$ cat src/rtl/mac_pkg.sv
package mac_pkg;

    typedef enum logic [3:0] {
        OP_CLR    = 4'd0,
        OP_MPY    = 4'd1,
        OP_MPYN   = 4'd2,
        OP_MAC    = 4'd3,
        OP_MSC    = 4'd4,
        OP_ED     = 4'd5,
        OP_EDAC   = 4'd6,
        OP_SQR    = 4'd7,
        OP_MOVSAC = 4'd8,
        OP_ADD    = 4'd9,
        OP_SUB    = 4'd10,
        OP_NEG    = 4'd11
    } mac_op_e;

    typedef enum logic [1:0] {
        ST_IDLE = 2'd0,
        ST_MULT = 2'd1,
        ST_ACC  = 2'd2
    } mac_state_e;

    typedef struct packed {
        mac_op_e op;
        logic    sel_b;
        logic    frac;
        logic    sgn;
        logic    sat_a;
        logic    sat_b;
        logic    super_sat;
    } mac_cmd_t;

endpackage

$ cat src/rtl/mac_mul_unit.sv
module mac_mul_unit
    import mac_pkg::*;
#(
    parameter int DATA_W = 16,
    parameter int ACC_W  = 40
) (
    input  logic [DATA_W-1:0] x,
    input  logic [DATA_W-1:0] y,
    input  mac_op_e           op,
    input  logic              sgn,
    input  logic              frac,
    output logic [ACC_W-1:0]  prod
);
    localparam int EXT_W  = DATA_W + 1;
    localparam int PROD_W = 2 * EXT_W;
    localparam int PAD_W  = ACC_W - PROD_W - 1;

    logic signed [EXT_W-1:0]  x_ext;
    logic signed [EXT_W-1:0]  y_ext;
    logic signed [EXT_W-1:0]  diff;
    logic signed [EXT_W-1:0]  mul_a;
    logic signed [EXT_W-1:0]  mul_b;
    logic signed [PROD_W-1:0] raw;
    logic        [PROD_W:0]   scaled;

    always_comb begin
        x_ext = {sgn & x[DATA_W-1], x};
        y_ext = {sgn & y[DATA_W-1], y};
        diff  = x_ext - y_ext;
        unique case (op)
            OP_ED, OP_EDAC: begin
                mul_a = diff;
                mul_b = diff;
            end
            OP_SQR: begin
                mul_a = x_ext;
                mul_b = x_ext;
            end
            default: begin
                mul_a = x_ext;
                mul_b = y_ext;
            end
        endcase
        raw    = mul_a * mul_b;
        scaled = frac ? {raw, 1'b0} : {raw[PROD_W-1], raw};
        prod   = {{PAD_W{scaled[PROD_W]}}, scaled};
    end

endmodule

$ cat src/rtl/mac_acc_update.sv
module mac_acc_update
    import mac_pkg::*;
#(
    parameter int DATA_W = 16,
    parameter int ACC_W  = 40
) (
    input  mac_op_e          op,
    input  logic [ACC_W-1:0] acc_t,
    input  logic [ACC_W-1:0] acc_o,
    input  logic [ACC_W-1:0] prod,
    input  logic             sat_en,
    input  logic             super_sat,
    output logic [ACC_W-1:0] acc_new,
    output logic             wr_en,
    output logic             ov_lo,
    output logic             ov_hi
);
    localparam int SUM_W = ACC_W + 1;
    localparam int NRM_W = 2 * DATA_W;
    localparam int TOP_W = SUM_W - NRM_W + 1;

    localparam logic [ACC_W-1:0] MAX_NRM = {{(ACC_W-NRM_W+1){1'b0}}, {(NRM_W-1){1'b1}}};
    localparam logic [ACC_W-1:0] MIN_NRM = {{(ACC_W-NRM_W+1){1'b1}}, {(NRM_W-1){1'b0}}};
    localparam logic [ACC_W-1:0] MAX_SUP = {1'b0, {(ACC_W-1){1'b1}}};
    localparam logic [ACC_W-1:0] MIN_SUP = {1'b1, {(ACC_W-1){1'b0}}};

    logic [SUM_W-1:0] t_ext;
    logic [SUM_W-1:0] o_ext;
    logic [SUM_W-1:0] p_ext;
    logic [SUM_W-1:0] sum;
    logic [TOP_W-1:0] top_bits;
    logic             neg;

    always_comb begin
        t_ext = {acc_t[ACC_W-1], acc_t};
        o_ext = {acc_o[ACC_W-1], acc_o};
        p_ext = {prod[ACC_W-1], prod};
        wr_en = 1'b1;
        unique case (op)
            OP_CLR:                 sum = '0;
            OP_MPY, OP_ED, OP_SQR:  sum = p_ext;
            OP_MPYN:                sum = -p_ext;
            OP_MAC, OP_EDAC:        sum = t_ext + p_ext;
            OP_MSC:                 sum = t_ext - p_ext;
            OP_ADD:                 sum = t_ext + o_ext;
            OP_SUB:                 sum = t_ext - o_ext;
            OP_NEG:                 sum = -t_ext;
            default: begin
                sum   = t_ext;
                wr_en = 1'b0;
            end
        endcase

        neg      = sum[SUM_W-1];
        top_bits = sum[SUM_W-1:NRM_W-1];
        ov_hi    = sum[SUM_W-1] != sum[ACC_W-1];
        ov_lo    = !((&top_bits) || !(|top_bits));

        if (!sat_en) begin
            acc_new = sum[ACC_W-1:0];
        end else if (super_sat) begin
            acc_new = ov_hi ? (neg ? MIN_SUP : MAX_SUP) : sum[ACC_W-1:0];
        end else begin
            acc_new = ov_lo ? (neg ? MIN_NRM : MAX_NRM) : sum[ACC_W-1:0];
        end
    end

endmodule

$ cat src/rtl/mac_round_unit.sv
module mac_round_unit #(
    parameter int DATA_W = 16,
    parameter int ACC_W  = 40
) (
    input  logic [ACC_W-1:0]  acc,
    input  logic              convergent,
    input  logic              sat_en,
    output logic [DATA_W-1:0] rd
);
    localparam int HI_W  = ACC_W - DATA_W + 1;
    localparam int CHK_W = HI_W - DATA_W + 1;

    localparam logic [DATA_W-1:0] RD_MAX = {1'b0, {(DATA_W-1){1'b1}}};
    localparam logic [DATA_W-1:0] RD_MIN = {1'b1, {(DATA_W-1){1'b0}}};

    logic             tie;
    logic             inc;
    logic [HI_W-1:0]  hi;
    logic [CHK_W-1:0] chk;
    logic             fits;

    always_comb begin
        tie  = acc[DATA_W-1] && (acc[DATA_W-2:0] == '0);
        inc  = acc[DATA_W-1] && !(convergent && tie && !acc[DATA_W]);
        hi   = {acc[ACC_W-1], acc[ACC_W-1:DATA_W]} + {{(HI_W-1){1'b0}}, inc};
        chk  = hi[HI_W-1:DATA_W-1];
        fits = (&chk) || !(|chk);
        if (sat_en && !fits) begin
            rd = hi[HI_W-1] ? RD_MIN : RD_MAX;
        end else begin
            rd = hi[DATA_W-1:0];
        end
    end

endmodule

$ cat src/rtl/mac_engine.sv
module mac_engine
    import mac_pkg::*;
#(
    parameter int DATA_W = 16,
    parameter int ACC_W  = 40
) (
    input  logic              clk,
    input  logic              rst_n,
    input  logic              op_valid,
    input  logic [3:0]        op_code,
    input  logic              acc_sel,
    input  logic [DATA_W-1:0] x_in,
    input  logic [DATA_W-1:0] y_in,
    input  logic              frac_mode,
    input  logic              signed_mode,
    input  logic              sat_en_a,
    input  logic              sat_en_b,
    input  logic              sat_super,
    input  logic              rd_sel,
    input  logic              rnd_convergent,
    input  logic              sat_en_rd,
    output logic              busy,
    output logic [ACC_W-1:0]  acc_a,
    output logic [ACC_W-1:0]  acc_b,
    output logic              ov_a_lo,
    output logic              ov_a_hi,
    output logic              ov_b_lo,
    output logic              ov_b_hi,
    output logic [DATA_W-1:0] rd_data
);
    localparam int NUM_ACC = 2;

    mac_state_e        state_q;
    mac_state_e        state_d;
    logic              cap_en;
    logic              prod_en;
    logic              acc_en;

    mac_cmd_t          cmd_q;
    logic [DATA_W-1:0] x_q;
    logic [DATA_W-1:0] y_q;
    logic [ACC_W-1:0]  prod_d;
    logic [ACC_W-1:0]  prod_q;

    logic [ACC_W-1:0]  acc_q   [NUM_ACC];
    logic              ovlo_q  [NUM_ACC];
    logic              ovhi_q  [NUM_ACC];

    logic [ACC_W-1:0]  acc_tgt;
    logic [ACC_W-1:0]  acc_oth;
    logic              sat_sel;
    logic [ACC_W-1:0]  acc_new;
    logic              wr_en;
    logic              ov_lo;
    logic              ov_hi;
    logic [ACC_W-1:0]  rd_src;

    // state register
    always_ff @(posedge clk or negedge rst_n) begin
        if (!rst_n) begin
            state_q <= ST_IDLE;
        end else begin
            state_q <= state_d;
        end
    end

    // next state
    always_comb begin
        state_d = state_q;
        unique case (state_q)
            ST_IDLE: if (op_valid) state_d = ST_MULT;
            ST_MULT: state_d = ST_ACC;
            ST_ACC:  state_d = ST_IDLE;
            default: state_d = ST_IDLE;
        endcase
    end

    // state decoded controls
    always_comb begin
        busy    = (state_q != ST_IDLE);
        cap_en  = (state_q == ST_IDLE) && op_valid;
        prod_en = (state_q == ST_MULT);
        acc_en  = (state_q == ST_ACC);
    end

    // command capture
    always_ff @(posedge clk or negedge rst_n) begin
        if (!rst_n) begin
            cmd_q <= '0;
            x_q   <= '0;
            y_q   <= '0;
        end else if (cap_en) begin
            cmd_q.op        <= mac_op_e'(op_code);
            cmd_q.sel_b     <= acc_sel;
            cmd_q.frac      <= frac_mode;
            cmd_q.sgn       <= signed_mode;
            cmd_q.sat_a     <= sat_en_a;
            cmd_q.sat_b     <= sat_en_b;
            cmd_q.super_sat <= sat_super;
            x_q             <= x_in;
            y_q             <= y_in;
        end
    end

    mac_mul_unit #(
        .DATA_W (DATA_W),
        .ACC_W  (ACC_W)
    ) u_mul (
        .x    (x_q),
        .y    (y_q),
        .op   (cmd_q.op),
        .sgn  (cmd_q.sgn),
        .frac (cmd_q.frac),
        .prod (prod_d)
    );

    always_ff @(posedge clk or negedge rst_n) begin
        if (!rst_n) begin
            prod_q <= '0;
        end else if (prod_en) begin
            prod_q <= prod_d;
        end
    end

    always_comb begin
        acc_tgt = cmd_q.sel_b ? acc_q[1] : acc_q[0];
        acc_oth = cmd_q.sel_b ? acc_q[0] : acc_q[1];
        sat_sel = cmd_q.sel_b ? cmd_q.sat_b : cmd_q.sat_a;
    end

    mac_acc_update #(
        .DATA_W (DATA_W),
        .ACC_W  (ACC_W)
    ) u_upd (
        .op        (cmd_q.op),
        .acc_t     (acc_tgt),
        .acc_o     (acc_oth),
        .prod      (prod_q),
        .sat_en    (sat_sel),
        .super_sat (cmd_q.super_sat),
        .acc_new   (acc_new),
        .wr_en     (wr_en),
        .ov_lo     (ov_lo),
        .ov_hi     (ov_hi)
    );

    // accumulator banks
    for (genvar g = 0; g < NUM_ACC; g++) begin : g_bank
        always_ff @(posedge clk or negedge rst_n) begin
            if (!rst_n) begin
                acc_q[g]  <= '0;
                ovlo_q[g] <= 1'b0;
                ovhi_q[g] <= 1'b0;
            end else if (acc_en && wr_en && (cmd_q.sel_b == 1'(g))) begin
                acc_q[g]  <= acc_new;
                ovlo_q[g] <= ov_lo;
                ovhi_q[g] <= ov_hi;
            end
        end
    end

    always_comb begin
        acc_a   = acc_q[0];
        acc_b   = acc_q[1];
        ov_a_lo = ovlo_q[0];
        ov_a_hi = ovhi_q[0];
        ov_b_lo = ovlo_q[1];
        ov_b_hi = ovhi_q[1];
        rd_src  = rd_sel ? acc_q[1] : acc_q[0];
    end

    mac_round_unit #(
        .DATA_W (DATA_W),
        .ACC_W  (ACC_W)
    ) u_rnd (
        .acc        (rd_src),
        .convergent (rnd_convergent),
        .sat_en     (sat_en_rd),
        .rd         (rd_data)
    );

endmodule

$ cat config.mk
export PLATFORM = sky130hd
export DESIGN_NAME = mac_engine
export DESIGN_NICKNAME = d
export VERILOG_FILES = /design/src/rtl/mac_pkg.sv /design/src/rtl/mac_mul_unit.sv /design/src/rtl/mac_acc_update.sv /design/src/rtl/mac_round_unit.sv /design/src/rtl/mac_engine.sv
export SDC_FILE = /design/constraint.sdc
export NUM_CORES = 2
export LEC_CHECK = 0
export ABC_AREA = 1
export ABC_CLOCK_PERIOD_IN_PS = 12800
export BUFFER_PORTS_ARGS = -buffer_cell sky130_fd_sc_hd__buf_2
export CAP_MARGIN = 20
export CELL_PAD_IN_SITES_DETAIL_PLACEMENT = 2
export CELL_PAD_IN_SITES_GLOBAL_PLACEMENT = 2
export CORE_MARGIN = 1.5
export CORE_UTILIZATION = 30
export CTS_CLUSTER_DIAMETER = 200
export DETAILED_ROUTE_END_ITERATION = 10
export PLACE_DENSITY = 0.76
export SYNTH_ARGS = -nofsm -noshare
export SYNTH_HDL_FRONTEND = slang
export SYNTH_SLANG_ARGS = --single-unit
export TNS_END_PERCENT = 5
$ cat constraint.sdc
create_clock -name clk -period 12.8 [get_ports clk]
set_clock_uncertainty 0.15 [all_clocks]
set_input_delay 0.64 -clock clk [delete_from_list [all_inputs] [get_ports clk]]
set_output_delay 0.64 -clock clk [all_outputs]
set_load 0.05 [all_outputs]
### Word-level counts from Yosys, hierarchy flattened

Cells that the tools add are included.

* register bits: 163
* input bits: 48
* output and inout port bits: 101
* logic and storage cells: 91

* add/sub/neg operators: 8
* multipliers: 1
* equal/unequal tests: 14
* mux-type cells: 19
* bitwise gates (word level): 3
* reduce and logical (&&, ||, !) cells: 29

Operators by type and width (number)
* $mux W40: 9
* $pmux W41 S8: 1
* $neg A41 Y41: 2
* $add A40 B35 Y41: 1
* $add A40 B40 Y41: 1
* $sub A40 B35 Y41: 1
* $sub A40 B40 Y41: 1
* $mul A17 B17 Y34: 1
* $mux W34: 1
* $pmux W17 S2: 1
* $mux W16: 2
* $add A24 B2 Y25: 1
* $reduce_and A10 Y1: 2
* $reduce_or A10 Y1: 2
* $mux W17: 1
* $sub A17 B17 Y17: 1
* $eq A4 B3 Y1 const B: 4
* $logic_not A15 Y1: 1
* $eq A4 B4 Y1 const B: 3
* $reduce_or A11 Y1: 1
* $logic_and A1 B1 Y1: 9
* $eq A4 B2 Y1 const B: 2
* $logic_not A1 Y1: 6
* $eq A4 B1 Y1 const B: 1
* 15 further kinds: 19

### Logic depth before layout (Yosys ltp)

* depth after elaboration: 14
* mapped depth: 50
* gate-level depth less buffers: 48

### Modules after synthesis

From an unflattened synthesis, not the netlist that was laid out.

* cells, all modules: 5328
* area, all modules: 33298.2 µm²

Modules (own cells, without submodules)
* mac_mul_unit: instances 1, cells an instance 1913, area an instance 13619.3 µm², sequential area each 0.0 µm²
* mac_acc_update: instances 1, cells an instance 2180, area an instance 10834.1 µm², sequential area each 0.0 µm²
* mac_engine: instances 1, cells an instance 1030, area an instance 7788.7 µm², sequential area each 4204.0 µm²
* mac_round_unit: instances 1, cells an instance 205, area an instance 1056.0 µm², sequential area each 0.0 µm²

### Worst setup path before layout

Ideal clock, no wire load.

* path kind: flip-flop to flip-flop
* start: reg y_q[0]
* end: reg prod_q[30]
* setup time: 146 ps
* arrival: 7801 ps
* data required time: 12504 ps
* setup slack: 4704 ps
* cell stages (with the launch flop): 33
* buffers on the path: 0
* period minus slack after synthesis: 8096 ps
* path through: dfrtp_1 -> ha_1 -> fa_1 -> nor2_1 -> o21ai_0 -> nand2_1 -> nand3_1 -> o2111ai_1 -> a21oi_1 -> o21ai_0 -> o21ai_0 -> nand2_1 -> clkinv_1 -> nor2_1 -> inv_1 -> fa_1 -> inv_1 -> fa_1 -> fa_1 -> fa_1 -> fa_1 -> inv_1 -> fa_1 -> inv_1 -> ha_1 -> a21oi_1 -> o21ai_0 -> a21oi_1 -> nand3_1 -> a31o_2 -> or2_2 -> nand3_1 -> o221ai_1

* cells in the longest elaborated chain, start to end: 4
* elaborated cells on any way between the ends: 5
* those cells by class: 1 x add/sub; 1 x mul; 3 x mux

Ends and longest elaborated chain
* from (decl): line mac_engine.sv:41 `logic [DATA_W-1:0] y_q;`
* from (signal assigned): line mac_engine.sv:101 `y_q <= y_in;`
* $sub A17 B17 Y17: line mac_mul_unit.sv:29 `diff = x_ext - y_ext;`
* $pmux W17 S2 or $mux W17 (tied branches): line mac_mul_unit.sv:30 `unique case (op)`
* $mul A17 B17 Y34 *: line mac_mul_unit.sv:44 `raw = mul_a * mul_b;`
* $mux W34 *: line mac_mul_unit.sv:45 `scaled = frac ? {raw, 1'b0} : {raw[PROD_W-1], raw};`
* to (signal assigned): line mac_engine.sv:121 `prod_q <= prod_d;`
* to (decl): line mac_engine.sv:43 `logic [ACC_W-1:0] prod_q;`

Mark *: on every way between the ends. The rest lies on a longest branch, timed or not.
A chain may end at the register's enable or synchronous reset.

### Worst setup path after layout

* start: reg, netlist name cmd_q[9]
* end: reg prod_q[33]

* cells in the longest elaborated chain, start to end: 5
* elaborated cells on any way between the ends: 8
* those cells by class: 1 x mul; 3 x eq/ne; 3 x mux; 1 x reduce/logical

Ends and longest elaborated chain (line)
* $eq A4 B3 Y1: mac_mul_unit.sv:30
* $reduce_or A2 Y1: mac_mul_unit.sv:30
* $pmux W17 S2 or $mux W17 (tied branches): mac_mul_unit.sv:30
* $mul A17 B17 Y34 *: mac_mul_unit.sv:44
* $mux W34 *: mac_mul_unit.sv:45

Marked as above.

==> reports/summary.txt <==
=====================================================================================================
Result of the run                                                                        complete, no violations
Cell at the root of the clock tree                                                       sky130_fd_sc_hd__clkbuf_16
Chip height                                                                                    318 µm
Highest-count cells in the layout ignoring fill and taps                                 1504 x sky130_fd_sc_hd__nand2_1, 789 x sky130_fd_sc_hd__inv_1, 434 x sky130_fd_sc_hd__nor2_1
R2r startpoint                                                                           cmd_q[9]$_DFFE_PN0P_
Site Rows                                                                                         115
Starting utilization of the core area                                                           30.3%
Die area                                                                                    0.101 mm²
Post-synth EDFFs                                                                                    0
Setup TNS                                                                                        0 ns
Worst slew margin relative to its limit                                                         21.3%
FFs w/ async S/R, synth                                                                          100%
Pin count of the biggest net entering global routing                                               79
Top post-synthesis cells by area                                                         sky130_fd_sc_hd__fa_1 20%, sky130_fd_sc_hd__nand2_1 19%, sky130_fd_sc_hd__dfrtp_1 14%
Final Hold Violating Endpoints                                                                      0
Ratio of cells with drive above 1 in the final layout                                           7.61%
Combined area of all synthesized cells                                                     0.0298 mm²
Setup-failing EPs final                                                                             0
Syn Inst Count                                                                                   4652
Biggest area consumer among synthesized cells                                            sky130_fd_sc_hd__fa_1
I/O pins                                                                                          149
Combined flip-flop and latch cell area                                                    0.00408 mm²
CP dominant cell by count                                                                sky130_fd_sc_hd__inv_1
RD Place Congestion                                                                             0.994
Syn Nets                                                                                         5145
Post-CTS Setup Bufs                                                                                 0
Fillers                                                                                         12200
CTS tree                                                                                         done
Final period utilization                                                                        87.8%
Placement Cell Area                                                                        0.0319 mm²
Seq cells post-synth                                                                              163
Commonest non-fill, non-tap cell in the layout                                           sky130_fd_sc_hd__nand2_1
Share of Yosys cell area claimed by the top area cell type                                      20.1%
Highest achievable clock rate                                                                89.0 MHz
Die Width                                                                                      318 µm
Total placed cells including tap cells                                                           5996
Sequential fraction of the synthesis area                                                       13.7%
Number of distinct library cell variants in the gate-level netlist after synthesis                 59
Initial detailed-routing violation count                                                         1790
Avg Synthesized Cell Area                                                                    6.41 µm²
Worst Setup End Kind                                                                             flop
Fin nets                                                                                         5222
Syn. warnings                                                                                       0
WL per Instance                                                                               23.6 µm
Number of global-route vias before repair                                                       34900
DRC violations left                                                                                 0
Overflow left after global routing                                                                  0
Residual antenna-violating net count after detailed routing                                         0
Unrepaired setup endpoints after global routing                                                    no
Hold Path Class                                                                          primary input to flop
Initial antenna violation count                                                                     7
All-Layer GR Usage                                                                              28.2%
Layout Cell Area excl Fill                                                                 0.0326 mm²
Area taken by multi-input logic gates                                                      0.0220 mm²
Number of max-capacitance violations reported                                                       0
Total number of H-tree levels                                                                       4
Endpoint required time on the critical path                                                  13.01 ns
Reg-to-reg setup timing slack                                                                 1.56 ns
Half-perimeter wire length after detailed placement                                            119 mm
Area Overhead vs Synth                                                                          9.14%
Main flop type after synthesis                                                           sky130_fd_sc_hd__dfrtp_1
Crit path from                                                                           cmd_q[9]$_DFFE_PN0P_
Buffers added on ports                                                                            148
First drt pass iteration count                                                                      5
Final cell count without fillers                                                                 6031
Insertion delay of the later-clocked pin in the worst-skew pair                               0.51 ns
Maximum buffer depth of the clock tree                                                              2
Crit-path max cell delay                                                                      0.89 ns
Drt total wl                                                                                   142 mm
Pins over their slew limit                                                                          0
Wire length of the first global-routing pass                                                   217 mm
Type of the setup path with the least slack                                              flop to flop
Num Clock Sinks                                                                                   163
Via count                                                                                       32000
CP max FO                                                                                          23
Area of the core region                                                                    0.0984 mm²
Synth Area in Simple Gates                                                                      32.3%
Element type at the critical path start                                                          flop
Worst-margin pin slew                                                                         1.17 ns
Post-synthesis share of cell area spent on xor and xnor gates                                   2.40%
Synth Area in Compound Gates                                                                    12.6%
Portion of netlist area occupied by mux cells                                                      0%
Worst-path clk slew                                                                           0.08 ns
Vias per Instance                                                                                5.30
Utilization after layout                                                                        33.1%
Master of the slowest instance on the critical path                                      sky130_fd_sc_hd__fa_1
Main combinational cell family by area after synthesis                                   simple AND/OR/NAND/NOR gates
Post-synthesis share of cell area spent on full adders, half adders and majority gates          26.2%
Origin of the worst min-delay path                                                            x_in[7]
Minimum period implied by the final worst setup slack                                        11.24 ns
Data arrival time of the worst path                                                          11.45 ns
Cts bufs inserted                                                                                  17
=====================================================================================================
==> area by class of cell <==
| cell class | instances | area share [%] |
|---|---|---|
| Multi-Input combinational cell | 3523 | 67.5 |
| Sequential cell | 163 | 12.5 |
| Clock buffer | 18 | 1.32 |
| Timing Repair Buffer | 209 | 3.72 |
| Antenna cell | 2 | 0.0154 |
| Inverter | 815 | 9.41 |
| Clock inverter | 14 | 0.603 |
| Tap cell | 1287 | 4.95 |
==> timing repair <==
item	CTS	global route
hold buffers	1	0
endpoints found under the setup margin	0	0
gates resized for setup	0	0
endpoints found under the hold margin	41	0
==> cells by family (layout without fill, tap and decap cells) <==
family | after synthesis | in the layout
buf+inv | 966 | 1056
compound gates | 643 | 643
other cells | 0 | 2
xor+xnor | 81 | 81
simple gates | 2354 | 2354
flops | 163 | 163
fa+ha+maj | 445 | 445
==> per-stage QoR <==
stage                     setup slack [ns]  hold WS [ns]
after floorplan                       4.70         0.194
after global placement                2.31         0.312
after detailed placement              1.67         0.329
after CTS                             1.56         0.158
after global routing                 0.584         0.190
final                                 1.56         0.188
==> state kept, by name, indices dropped and copies added, names as in the netlist <==
register,count
ov_a_lo,1
cmd_q,10
y_q,16
state_q,2
ov_b_lo,1
ov_a_hi,1
ov_b_hi,1
acc_a,40
x_q,16
prod_q,35
acc_b,40
==> routing by layer <==
layer | share of wire [%] | track usage (%) | vias up
li1 | - | - | 14700
met1 | 44 | 36.7 | 16400
met2 | 48 | 48.1 | 658
met3 | 4.2 | 3.52 | 184
met4 | 3.2 | 9.29 | 4
met5 | 0.019 | 0 | -
==> worst paths after layout <==
| path | end | depth (start not counted) |
|---|---|---|
| max in group asynchronous | cmd_q[5]$_DFFE_PN0P_ | 3 |
| min in group asynchronous | x_q[7]$_DFFE_PN0P_ | 2 |
| max reg2reg | prod_q[33]$_DFFE_PN0N_ | 35 |
| min reg2reg | ov_a_lo$_DFFE_PN0P_ | 2 |
| min | x_q[7]$_DFFE_PN0P_ | 3 |
| max | prod_q[33]$_DFFE_PN0N_ | 35 |
==> worst max-delay path: cells and delay by family (launching register included) <==
| kind | cells | cell delay, ns |
|---|---|---|
| AOI/OAI and AO/OA | 6 | 1.09 |
| adders and majority gates | 7 | 4.11 |
| buffers and inverters | 10 | 2.46 |
| DFF | 1 | 0.47 |
| and+or+nand+nor | 12 | 2.77 |
==> synth_stat cells, types with 4 or more instances <==
cell / n
sky130_fd_sc_hd__nand2_1: 1504
sky130_fd_sc_hd__inv_1: 790
sky130_fd_sc_hd__nor2_1: 438
sky130_fd_sc_hd__fa_1: 299
sky130_fd_sc_hd__nand3_1: 227
sky130_fd_sc_hd__a21oi_1: 212
sky130_fd_sc_hd__o21ai_0: 212
sky130_fd_sc_hd__dfrtp_1: 163
sky130_fd_sc_hd__ha_1: 146
sky130_fd_sc_hd__clkbuf_1: 105
sky130_fd_sc_hd__xor2_1: 58
sky130_fd_sc_hd__nand4_1: 49
sky130_fd_sc_hd__o21ai_1: 38
sky130_fd_sc_hd__o221ai_1: 37
sky130_fd_sc_hd__nor3_1: 35
sky130_fd_sc_hd__o22ai_1: 23
sky130_fd_sc_hd__xnor2_1: 22
sky130_fd_sc_hd__o211ai_1: 21
sky130_fd_sc_hd__buf_6: 20
sky130_fd_sc_hd__nand2_2: 19
sky130_fd_sc_hd__or2_2: 19
sky130_fd_sc_hd__nor2_2: 18
sky130_fd_sc_hd__clkinv_1: 16
sky130_fd_sc_hd__o2111ai_1: 16
sky130_fd_sc_hd__a31oi_1: 15
sky130_fd_sc_hd__o21ai_2: 15
sky130_fd_sc_hd__buf_2: 11
sky130_fd_sc_hd__nor4_1: 11
sky130_fd_sc_hd__o21bai_1: 10
sky130_fd_sc_hd__inv_2: 8
sky130_fd_sc_hd__nand3_2: 8
sky130_fd_sc_hd__a21oi_2: 7
sky130_fd_sc_hd__buf_1: 7
sky130_fd_sc_hd__o21a_1: 7
sky130_fd_sc_hd__and2_1: 6
sky130_fd_sc_hd__buf_4: 6
sky130_fd_sc_hd__nand3b_1: 6
sky130_fd_sc_hd__a21o_1: 5
sky130_fd_sc_hd__a221oi_1: 5
sky130_fd_sc_hd__a311oi_1: 4
sky130_fd_sc_hd__nor3_2: 4
Power is not shown: default switching activity piles up to over one toggle a cycle in this logic, so the estimate is an artifact.
